`src/rtl/ifs_pkg.sv`:
```
package ifs_pkg;
   localparam int unsigned N_CAUSE = 8;

   typedef enum logic [3:0] {
      CS_NONE    = 4'd0,
      CS_ILLEGAL = 4'd1,
      CS_PRIV    = 4'd2,
      CS_FP_OFF  = 4'd3,
      CS_PAGE    = 4'd4,
      CS_ALIGN   = 4'd5,
      CS_TRAP    = 4'd6,
      CS_FP_PROG = 4'd7,
      CS_SYSCALL = 4'd8
   } cause_e;

   // maps a priority rank (0 = highest) to its cause code
   function automatic cause_e rank_code(input int unsigned rank, input bit trap_first);
      case (rank)
         0: return CS_ILLEGAL;
         1: return CS_PRIV;
         2: return CS_FP_OFF;
         3: return CS_PAGE;
         4: return CS_ALIGN;
         5: return trap_first ? CS_TRAP : CS_FP_PROG;
         6: return trap_first ? CS_FP_PROG : CS_TRAP;
         7: return CS_SYSCALL;
         default: return CS_NONE;
      endcase
   endfunction
endpackage

```
`src/rtl/ifs_cause_eval.sv`:
```
module ifs_cause_eval
   import ifs_pkg::*;
#(
   parameter bit TRAP_FIRST = 1'b1
) (
   input  logic               illegal_i,
   input  logic               super_only_i,
   input  logic               spr_move_i,
   input  logic               spr_priv_i,
   input  logic               trap_i,
   input  logic               trap_hit_i,
   input  logic               fp_op_i,
   input  logic               fp_raise_i,
   input  logic               syscall_i,
   input  logic               retint_i,
   input  logic               user_mode_i,
   input  logic               fp_avail_i,
   input  logic               fp_exc_en_i,
   input  logic               align_fault_i,
   input  logic               page_fault_i,
   output logic [N_CAUSE-1:0] req_o
);
   logic priv_hit;
   logic fp_off_hit;
   logic fp_prog_hit;
   logic trap_taken;

   assign priv_hit    = user_mode_i & (super_only_i | retint_i | (spr_move_i & spr_priv_i));
   assign fp_off_hit  = fp_op_i & ~fp_avail_i;
   assign fp_prog_hit = fp_op_i & fp_avail_i & fp_exc_en_i & fp_raise_i;
   assign trap_taken  = trap_i & trap_hit_i;

   assign req_o[0] = illegal_i;
   assign req_o[1] = priv_hit;
   assign req_o[2] = fp_off_hit;
   assign req_o[3] = page_fault_i;
   assign req_o[4] = align_fault_i;
   assign req_o[7] = syscall_i;

   if (TRAP_FIRST) begin : g_trap_hi
      assign req_o[5] = trap_taken;
      assign req_o[6] = fp_prog_hit;
   end else begin : g_fpp_hi
      assign req_o[5] = fp_prog_hit;
      assign req_o[6] = trap_taken;
   end
endmodule

```
`src/rtl/ifs_rank_pick.sv`:
```
module ifs_rank_pick #(
   parameter int unsigned N = 8,
   localparam int unsigned IW = (N > 1) ? $clog2(N) : 1
) (
   input  logic [N-1:0]  req_i,
   output logic          any_o,
   output logic [IW-1:0] idx_o
);
   logic [N:0]   seen;
   logic [N-1:0] gnt;

   if (N < 2) begin : g_bad_n
      $error("ifs_rank_pick: N must be at least 2");
   end

   assign seen[0] = 1'b0;
   for (genvar g = 0; g < N; g++) begin : g_chain
      assign gnt[g]    = req_i[g] & ~seen[g];
      assign seen[g+1] = seen[g] | req_i[g];
   end

   assign any_o = seen[N];

   always_comb begin
      idx_o = '0;
      for (int i = 0; i < N; i++) begin
         if (gnt[i]) idx_o = idx_o | IW'(i);
      end
   end
endmodule

```
`src/rtl/ifs_sync_ctl.sv`:
```
module ifs_sync_ctl #(
   parameter int unsigned INFLIGHT_W = 4
) (
   input  logic                  clk,
   input  logic                  rst_n,
   input  logic                  sync_req_i,
   input  logic                  sync_sc_i,
   input  logic [INFLIGHT_W-1:0] inflight_i,
   output logic                  waiting_o,
   output logic                  release_sc_o,
   output logic                  stall_o
);
   logic drained;
   logic wait_q, wait_d;
   logic kind_q, kind_d;

   assign drained = (inflight_i == '0);

   always_comb begin
      wait_d       = wait_q;
      kind_d       = kind_q;
      release_sc_o = 1'b0;
      if (wait_q) begin
         if (drained) begin
            wait_d       = 1'b0;
            release_sc_o = kind_q;
         end
      end else if (sync_req_i && !drained) begin
         wait_d = 1'b1;
         kind_d = sync_sc_i;
      end
   end

   always_ff @(posedge clk) begin
      if (!rst_n) begin
         wait_q <= 1'b0;
         kind_q <= 1'b0;
      end else begin
         wait_q <= wait_d;
         kind_q <= kind_d;
      end
   end

   assign waiting_o = wait_q;
   assign stall_o   = wait_q | (sync_req_i & ~drained);
endmodule

```
`src/rtl/insn_fault_sorter.sv`:
```
module insn_fault_sorter
   import ifs_pkg::*;
#(
   parameter int unsigned INFLIGHT_W = 4,
   parameter bit          TRAP_FIRST = 1'b1
) (
   input  logic                  clk,
   input  logic                  rst_n,
   input  logic                  issue_valid_i,
   input  logic                  illegal_i,
   input  logic                  super_only_i,
   input  logic                  spr_move_i,
   input  logic                  spr_priv_i,
   input  logic                  trap_i,
   input  logic                  trap_hit_i,
   input  logic                  fp_op_i,
   input  logic                  fp_raise_i,
   input  logic                  syscall_i,
   input  logic                  retint_i,
   input  logic                  user_mode_i,
   input  logic                  fp_avail_i,
   input  logic                  fp_exc_en_i,
   input  logic                  align_fault_i,
   input  logic                  page_fault_i,
   input  logic [INFLIGHT_W-1:0] inflight_i,
   output logic                  exc_valid_o,
   output logic [3:0]            exc_cause_o,
   output logic                  stall_o
);
   localparam int unsigned IDX_W   = $clog2(N_CAUSE);
   localparam int unsigned SC_RANK = N_CAUSE - 1;

   if (INFLIGHT_W < 1) begin : g_bad_w
      $error("insn_fault_sorter: INFLIGHT_W must be at least 1");
   end

   logic [N_CAUSE-1:0] req;
   logic               any_req;
   logic [IDX_W-1:0]   win;
   logic               waiting;
   logic               accept;
   logic               is_sc;
   logic               sync_req;
   logic               release_sc;
   logic               fire_d;
   cause_e             cause_d;
   logic               exc_valid_q;
   cause_e             exc_cause_q;

   ifs_cause_eval #(.TRAP_FIRST(TRAP_FIRST)) u_eval (
      .illegal_i    (illegal_i),
      .super_only_i (super_only_i),
      .spr_move_i   (spr_move_i),
      .spr_priv_i   (spr_priv_i),
      .trap_i       (trap_i),
      .trap_hit_i   (trap_hit_i),
      .fp_op_i      (fp_op_i),
      .fp_raise_i   (fp_raise_i),
      .syscall_i    (syscall_i),
      .retint_i     (retint_i),
      .user_mode_i  (user_mode_i),
      .fp_avail_i   (fp_avail_i),
      .fp_exc_en_i  (fp_exc_en_i),
      .align_fault_i(align_fault_i),
      .page_fault_i (page_fault_i),
      .req_o        (req)
   );

   ifs_rank_pick #(.N(N_CAUSE)) u_pick (
      .req_i(req),
      .any_o(any_req),
      .idx_o(win)
   );

   assign accept   = issue_valid_i & ~waiting;
   assign is_sc    = any_req & (win == IDX_W'(SC_RANK));
   assign sync_req = accept & (is_sc | (~any_req & retint_i));

   ifs_sync_ctl #(.INFLIGHT_W(INFLIGHT_W)) u_sync (
      .clk         (clk),
      .rst_n       (rst_n),
      .sync_req_i  (sync_req),
      .sync_sc_i   (is_sc),
      .inflight_i  (inflight_i),
      .waiting_o   (waiting),
      .release_sc_o(release_sc),
      .stall_o     (stall_o)
   );

   always_comb begin
      fire_d  = 1'b0;
      cause_d = CS_NONE;
      if (release_sc) begin
         fire_d  = 1'b1;
         cause_d = CS_SYSCALL;
      end else if (accept && any_req && !(is_sc && inflight_i != '0)) begin
         fire_d  = 1'b1;
         cause_d = rank_code(int'(win), TRAP_FIRST);
      end
   end

   always_ff @(posedge clk) begin
      if (!rst_n) begin
         exc_valid_q <= 1'b0;
         exc_cause_q <= CS_NONE;
      end else begin
         exc_valid_q <= fire_d;
         exc_cause_q <= cause_d;
      end
   end

   assign exc_valid_o = exc_valid_q;
   assign exc_cause_o = exc_cause_q;
endmodule

```
`config.mk`:
```
export PLATFORM = sky130hd
export DESIGN_NAME = insn_fault_sorter
export DESIGN_NICKNAME = d
export VERILOG_FILES = /design/src/rtl/ifs_pkg.sv /design/src/rtl/ifs_cause_eval.sv /design/src/rtl/ifs_rank_pick.sv /design/src/rtl/ifs_sync_ctl.sv /design/src/rtl/insn_fault_sorter.sv
export SDC_FILE = /design/constraint.sdc
export NUM_CORES = 1
export LEC_CHECK = 0
export BUFFER_PORTS_ARGS = -buffer_cell sky130_fd_sc_hd__buf_4
export CORE_AREA = 2 2 39 41
export CTS_BUF_LIST = sky130_fd_sc_hd__clkbuf_8 sky130_fd_sc_hd__clkbuf_16
export DETAILED_ROUTE_END_ITERATION = 8
export DIE_AREA = 0 0 41 43
export PLACE_DENSITY = 0.66
export SETUP_SLACK_MARGIN = 0.3
export SLEW_MARGIN = 5
export SYNTH_ARGS = -nofsm -noshare
export SYNTH_HDL_FRONTEND = slang
export SYNTH_SLANG_ARGS = --single-unit
```
`constraint.sdc`:
```
create_clock -name clk -period 3.54 [get_ports clk]
set_clock_uncertainty 0.1 [all_clocks]
set_input_delay 0.354 -clock clk [delete_from_list [all_inputs] [get_ports clk]]
set_output_delay 0.354 -clock clk [all_outputs]
set_load 0.05 [all_outputs]
```
==> results of run 1 <==
==> cell families (layout without fill, tap and decap cells) <==
kind of cell	after synthesis	count (layout)
DFF	7	7
buffers and inverters	6	36
AOI/OAI and AO/OA	17	17
adders and majority gates	2	2
and+or+nand+nor	21	21
muxes	1	1
==> synth_stat cells (all sizes together), types with 2 or more instances <==
library cell  instances  area [um2]
dfxtp                 7         140
inv                   5        18.8
nand3                 5        25.0
a21oi                 4        23.8
o21ai                 4        20.0
and3                  3        18.8
nand2                 3        11.3
a211o                 2        17.5
a311oi                2        17.5
ha                    2        25.0
nand4                 2        12.5
nor2b                 2        12.5
==> sequential cells by signal, summed over array words and instances, names as in the netlist <==
register          cells
exc_cause_o           4
exc_valid_o           1
u_sync.kind_q         1
u_sync.waiting_o      1
==> power by group through the flow <==
stage	logic, mW	clock network [mW]	registers (mW)
floorplan	0.0215	0	0.0918
global placement	0.0574	0	0.0836
detailed placement	0.0579	0	0.0836
CTS	0.0582	0.111	0.0823
global route	0.0636	0.118	0.0825
finish	0.0578	0.109	0.0824
==> how the worst max path moves through the flow <==
| stage | from | end | slack (ns) | depth (start not counted) |
|---|---|---|---|---|
| 2_1_floorplan | spr_move_i | stall_o | 1.06 | 4 |
| 3_3_place_gp | fp_avail_i | stall_o | 1.18 | 9 |
| 3_5_place_dp | fp_avail_i | stall_o | 1.15 | 9 |
| 4_1_cts | fp_avail_i | stall_o | 1.15 | 9 |
| 5_1_grt | fp_exc_en_i | stall_o | 0.93 | 9 |
| 6_report | fp_avail_i | stall_o | 1.14 | 9 |
==> per-stage QoR <==
step / util [%] / hold slack (ns) / power, mW
3_3_place_gp: 49.0 / 0.383 / 0.141
2_1_floorplan: - / 0.360 / 0.113
5_1_grt: 52.3 / 0.251 / 0.264
6_report: 52.3 / 0.238 / 0.249
3_5_place_dp: 49.0 / 0.380 / 0.142
4_1_cts: 52.3 / 0.242 / 0.251
==> layer usage <==
layer,vias to the layer above,share of wire [%],global-route usage (%)
met5,-,0,0
met4,0,4.4,14.0
met3,5,8.9,3.14
met2,31,48,23.4
met1,239,39,18.6
li1,262,-,-
==> cell type report <==
| class | instances | area [um2] |
|---|---|---|
| Fill cell | 134 | 661 |
| Multi-Input combinational cell | 41 | 297 |
| Timing Repair Buffer | 27 | 203 |
| Sequential cell | 7 | 140 |
| Clock buffer | 3 | 41.3 |
| Tap cell | 16 | 20.0 |
| Inverter | 5 | 18.8 |
| Clock inverter | 1 | 3.75 |
==> summary.txt, run 1 <==
Outcome
  • Run status: completed

Place
  • Worst slack at placement: 1.15 ns
  • Placed insts: 96
  • Area after DPL: 678 um2
  • Final Wtd Congestion: 0.768
  • PortBufs: 27
  • DP Wirelength: 887 um

Route
  • Final ANT Viol Nets: 0
  • Pre-antenna DRT Iters: 4
  • Drt drc: 0
  • Avg Vias per Cell: 5.37
  • DRT iter0 DRCs: 11
  • Routed len/inst: 11.2 um
  • Via count: 537
  • Routed Wire Length: 1.12 mm

Clocking
  • CTS tree: yes
  • Clock tree buffer depth: 2
  • Post-CTS setup buffers: 0
  • H-tree Lvls: 1
  • Clock root buffer: clkbuf_8
  • Hold Buf Count CTS: 0
  • # resized after CTS: 0
  • CTS Buf Count: 3
  • Sink Count: 7
  • Latest clock arrival within the worst-skew pair: 0.23 ns
  • Clock-pin slew on the worst setup and hold paths: 0.04 ns

Finish
  • P&R area growth vs syn: 57.1%
  • N_diodes: 0
  • Commonest non-fill, non-tap cell in the layout: buf_4
  • Share of post-route cells with drive strength above 1: 38.1%
  • Most frequent cells in the layout: 27 x buf_4, 7 x dfxtp_1, 6 x inv_1, 5 x nand3_1
  • Final net count: 109
  • Post-route cell area: 723 um2
  • Fin cells: 100

Die
  • Initial Util: 33.3%
  • Core area: 1380 um2
  • Num rows: 14
  • Die Area: 1760 um2
  • Die H: 43 um
  • I/O pin count: 28
  • Die Width: about 40 um

Timing
  • Tmin final: 2.40 ns
  • Post-route setup slack: 1.14 ns
  • Worst slew margin: around two thirds
  • Fmax: 416 MHz
  • Sum Neg Setup Slack: 0 ns
  • Period utilization: 67.9%
  • Final setup fails: 0
  • RSZ-0062 raised after global routing: false
  • Worst-margin pin slew: 0.479 ns
  • Slew Viols, Final: 0
  • Hold Vio Cnt, Final: 0

Worst setup path
  • Critical path class: in2out
  • Reg2reg start: u_sync.waiting_o
  • Reg2reg path depth: 4
  • Crit path largest cell delay: 0.31 ns
  • Slowest stage cell, crit path: a311oi_1
  • Worst-path cell chain: buf_4, nand4_1, a311oi_1, o21ai_1, and2_1, ha_1, mux2i_1, o21bai_1, buf_4
  • Crit path arrival time: slightly below 2 ns
  • Flop-to-flop setup slack: around 2.3 ns
  • Reg2reg end: exc_cause_o[0]
  • Most Frequent Cell on Critical Path: buf_4
  • Worst path bufs/invs: 2
  • Critical path capture point type: primary output
  • Worst Setup Start Kind: primary input
  • CP delay by family, top: compound AO/OA/AOI/OAI gates
  • CP required: ~3.1 ns
  • CP max FO: 5

Power
  • Logic gate share of total power: approximately 23%
  • Clock power frac: 43.8%
  • Sequential Power Share: roughly a third
  • NetSw: 64.6 uW
  • Internal Dissipation: 185 uW
  • Switching part of the total power: around a quarter
  • Power per standard cell area: 345 nW/um2
  • Worst vdd ir: roughly 110 uV
  • LEAKAGE: between 0.3 and 0.4 nW

GRT
  • Vias in the first global route: ~460
  • Largest net degree at the start of global routing: 9
  • Initial antenna violation count: 0
  • First-pass GRT wire length: 1.86 mm
  • Total routing usage reported by global routing: 16.0%
  • GRT overflow: 0

Logic synthesis
  • Largest family of logic cells by synthesized area: compound AO/OA/AOI/OAI gates
  • FFs w/ async S/R, synth: 0%
  • Sequential-to-total area share from yosys stat: 30.4%
  • Mapped cell area: 460 um2
  • Post-synthesis average cell area: 8.53 um2
  • Synthesis Warnings: 0
  • Syn Inst Count: 54
  • EDFF count, synth: 0
  • Syn nets: just under 80
  • Simple-gate share of the synthesized area: a little over a quarter
  • XOR/XNOR share of the synthesized area: 0%
  • Ys flop type: dfxtp_1
  • Adder-Cell Fraction of Synth Area: approximately 5.4%
  • Mux cell area share after synthesis: 2.17%
  • Area fraction in compound gates after synthesis: 30.4%
  • #FFs+latches synth: 7
  • Synth unique cells: 27

Hold path
  • WHS Endpoint: u_sync.kind_q
  • WHS Path Cells: 2
  • Hold Path Origin: retint_i
  • Worst hold-check path type: in2reg

Run
  • Max-cap viol count: 0
Note: power is estimated with default switching activity, not from simulation.
==> run 2, diff against run 1 <==
Clock period 3.54 ns to 2.48 ns, I/O delays scaled along.
==> summary.txt, run 2 (synthesis results as in run 1) <==
Place
  • Worst slack at placement: 0.211 ns
  • PortBufs: 27
  • Final Wtd Congestion: approximately 0.77
  • Placed insts: just under 100
  • Area after DPL: just under 700 um2
  • DP Wirelength: 891 um

Timing
  • Worst slew margin: ~77%
  • RSZ-0062 raised after global routing: false
  • Fmax: 485 MHz
  • Worst-margin pin slew: 0.343 ns
  • Slew Viols, Final: 0
  • Post-route setup slack: 0.417 ns
  • Final setup fails: 0
  • Sum Neg Setup Slack: 0 ns
  • Period utilization: roughly 83%
  • Hold Vio Cnt, Final: 0
  • Tmin final: 2.06 ns

Die
  • Initial Util: between 30% and 40%
  • Die H: about 43 um
  • Num rows: 14
  • Core area: about 1400 um2
  • Die Width: 41 um
  • I/O pin count: 28
  • Die Area: 1760 um2

Worst setup path
  • CP max FO: 5
  • Flop-to-flop setup slack: 1.20 ns
  • Reg2reg path depth: 4
  • Crit path arrival time: 1.71 ns
  • Worst Setup Start Kind: primary input
  • Reg2reg end: exc_cause_o[0]
  • Critical path class: in2out
  • CP required: 2.13 ns
  • Reg2reg start: u_sync.waiting_o
  • Critical path capture point type: primary output

Run
  • Max-cap viol count: 0

Power
  • Power per standard cell area: 471 nW/um2
  • LEAKAGE: between 0.3 and 0.4 nW
  • Worst vdd ir: 222 uV

Route
  • Routed len/inst: 10.4 um
  • Routed Wire Length: 1.08 mm
  • DRT iter0 DRCs: 7
  • Avg Vias per Cell: 5.30
  • Via count: 551
  • Final ANT Viol Nets: 0
  • Pre-antenna DRT Iters: 4
  • Drt drc: 0

Clocking
  • CTS Buf Count: 3
  • Clock-pin slew on the worst setup and hold paths: 0.04 ns
  • Clock root buffer: clkbuf_8
  • Clock tree buffer depth: 2
  • CTS tree: yes
  • H-tree Lvls: 1
  • Latest clock arrival within the worst-skew pair: 0.23 ns
  • Sink Count: 7

GRT
  • Total routing usage reported by global routing: 15.3%
  • Initial antenna violation count: 0
  • Vias in the first global route: 462
  • GRT overflow: 0
  • First-pass GRT wire length: 1.83 mm
  • Largest net degree at the start of global routing: 9

Hold path
  • WHS Endpoint: u_sync.kind_q
  • WHS Path Cells: 2
  • Hold Path Origin: retint_i
  • Worst hold-check path type: in2reg

Finish
  • Post-route cell area: 763 um2
  • Max FFs per register: 4
  • N_diodes: 0
  • Area of the multi-input gates: 307 um2
  • P&R area growth vs syn: 65.8%
  • Fill cells: 139
  • Share of post-route cells with drive strength above 1: roughly 44%
  • Final net count: 113
  • Most frequent cells in the layout: 31 x buf_4, 7 x dfxtp_1, 6 x inv_1, 5 x nand3_1
  • Storage cell area: 140 um2
  • Fin cells: 104
  • Commonest non-fill, non-tap cell in the layout: buf_4

Outcome
  • Run status: completed
## run 2: cell count changes in the layout (fill, tap and decap cells not counted), sizes merged
| cell | delta |
|---|---|
| buf | +4 |
## run 2: through the flow
stage | utilization, % | power, mW | hold WS [ns]
2_1_floorplan | - | 0.162 | 0.255
3_3_place_gp | 49.8 | 0.202 | 0.363
3_5_place_dp | 49.8 | 0.203 | 0.364
4_1_cts | 53.3 | 0.362 | 0.130
5_1_grt | 55.2 | 0.376 | 0.146
6_report | 55.2 | 0.359 | 0.133
## run 2: how the worst max path moves through the flow
stage,from,endpoint,slack [ns],cells past startpoint
2_1_floorplan,fp_raise_i,exc_cause_o[2],0.42,8
5_1_grt,spr_move_i,stall_o,0.31,9
6_report,trap_i,stall_o,0.42,9
3_3_place_gp,fp_avail_i,exc_cause_o[2],0.25,9
3_5_place_dp,fp_avail_i,exc_cause_o[2],0.21,9
4_1_cts,fp_avail_i,stall_o,0.31,9
## run 2: timing repair
item | CTS | global route
hold buffers | 0 | 0
hold endpoints to repair | 0 | 0
buffers inserted | 0 | 3
gates resized for setup | 1 | 1
pin swaps | 0 | 2
setup endpoints to repair | 1 | 1
## run 2: worst max-delay path, cell delays in order
cell      delay (ns)
buf_4           0.11
and3b_1         0.17
a311oi_1        0.23
o21ai_1         0.10
and2_1          0.19
ha_2            0.22
mux2i_2         0.19
o21bai_2        0.07
buf_4           0.19
## run 2: power by group
part | internal [mW] | switching (mW) | total, mW
Clock | 0.107 | 0.0478 | 0.155
Sequential | 0.117 | 0.000851 | 0.117
Combinational | 0.0440 | 0.0430 | 0.0871
## run 2: area by class of cell
class / instances / area share, %
timing repair buffer: 31 / 30.5
sequential: 7 / 18.4
multi-input combinational: 41 / 40.2
clock buffer: 3 / 5.41
inverter: 5 / 2.46
clock inverter: 1 / 0.492
tap: 16 / 2.62
## run 2: per-layer routing
layer  vias to the layer above  part of all wire (%)  track usage, %
li1                        272                     -               -
met1                       251                    40            18.3
met2                        24                    50            22.2
met3                         4                   7.3            4.71
met4                         0                   1.9            10.0
met5                         -                     0               0
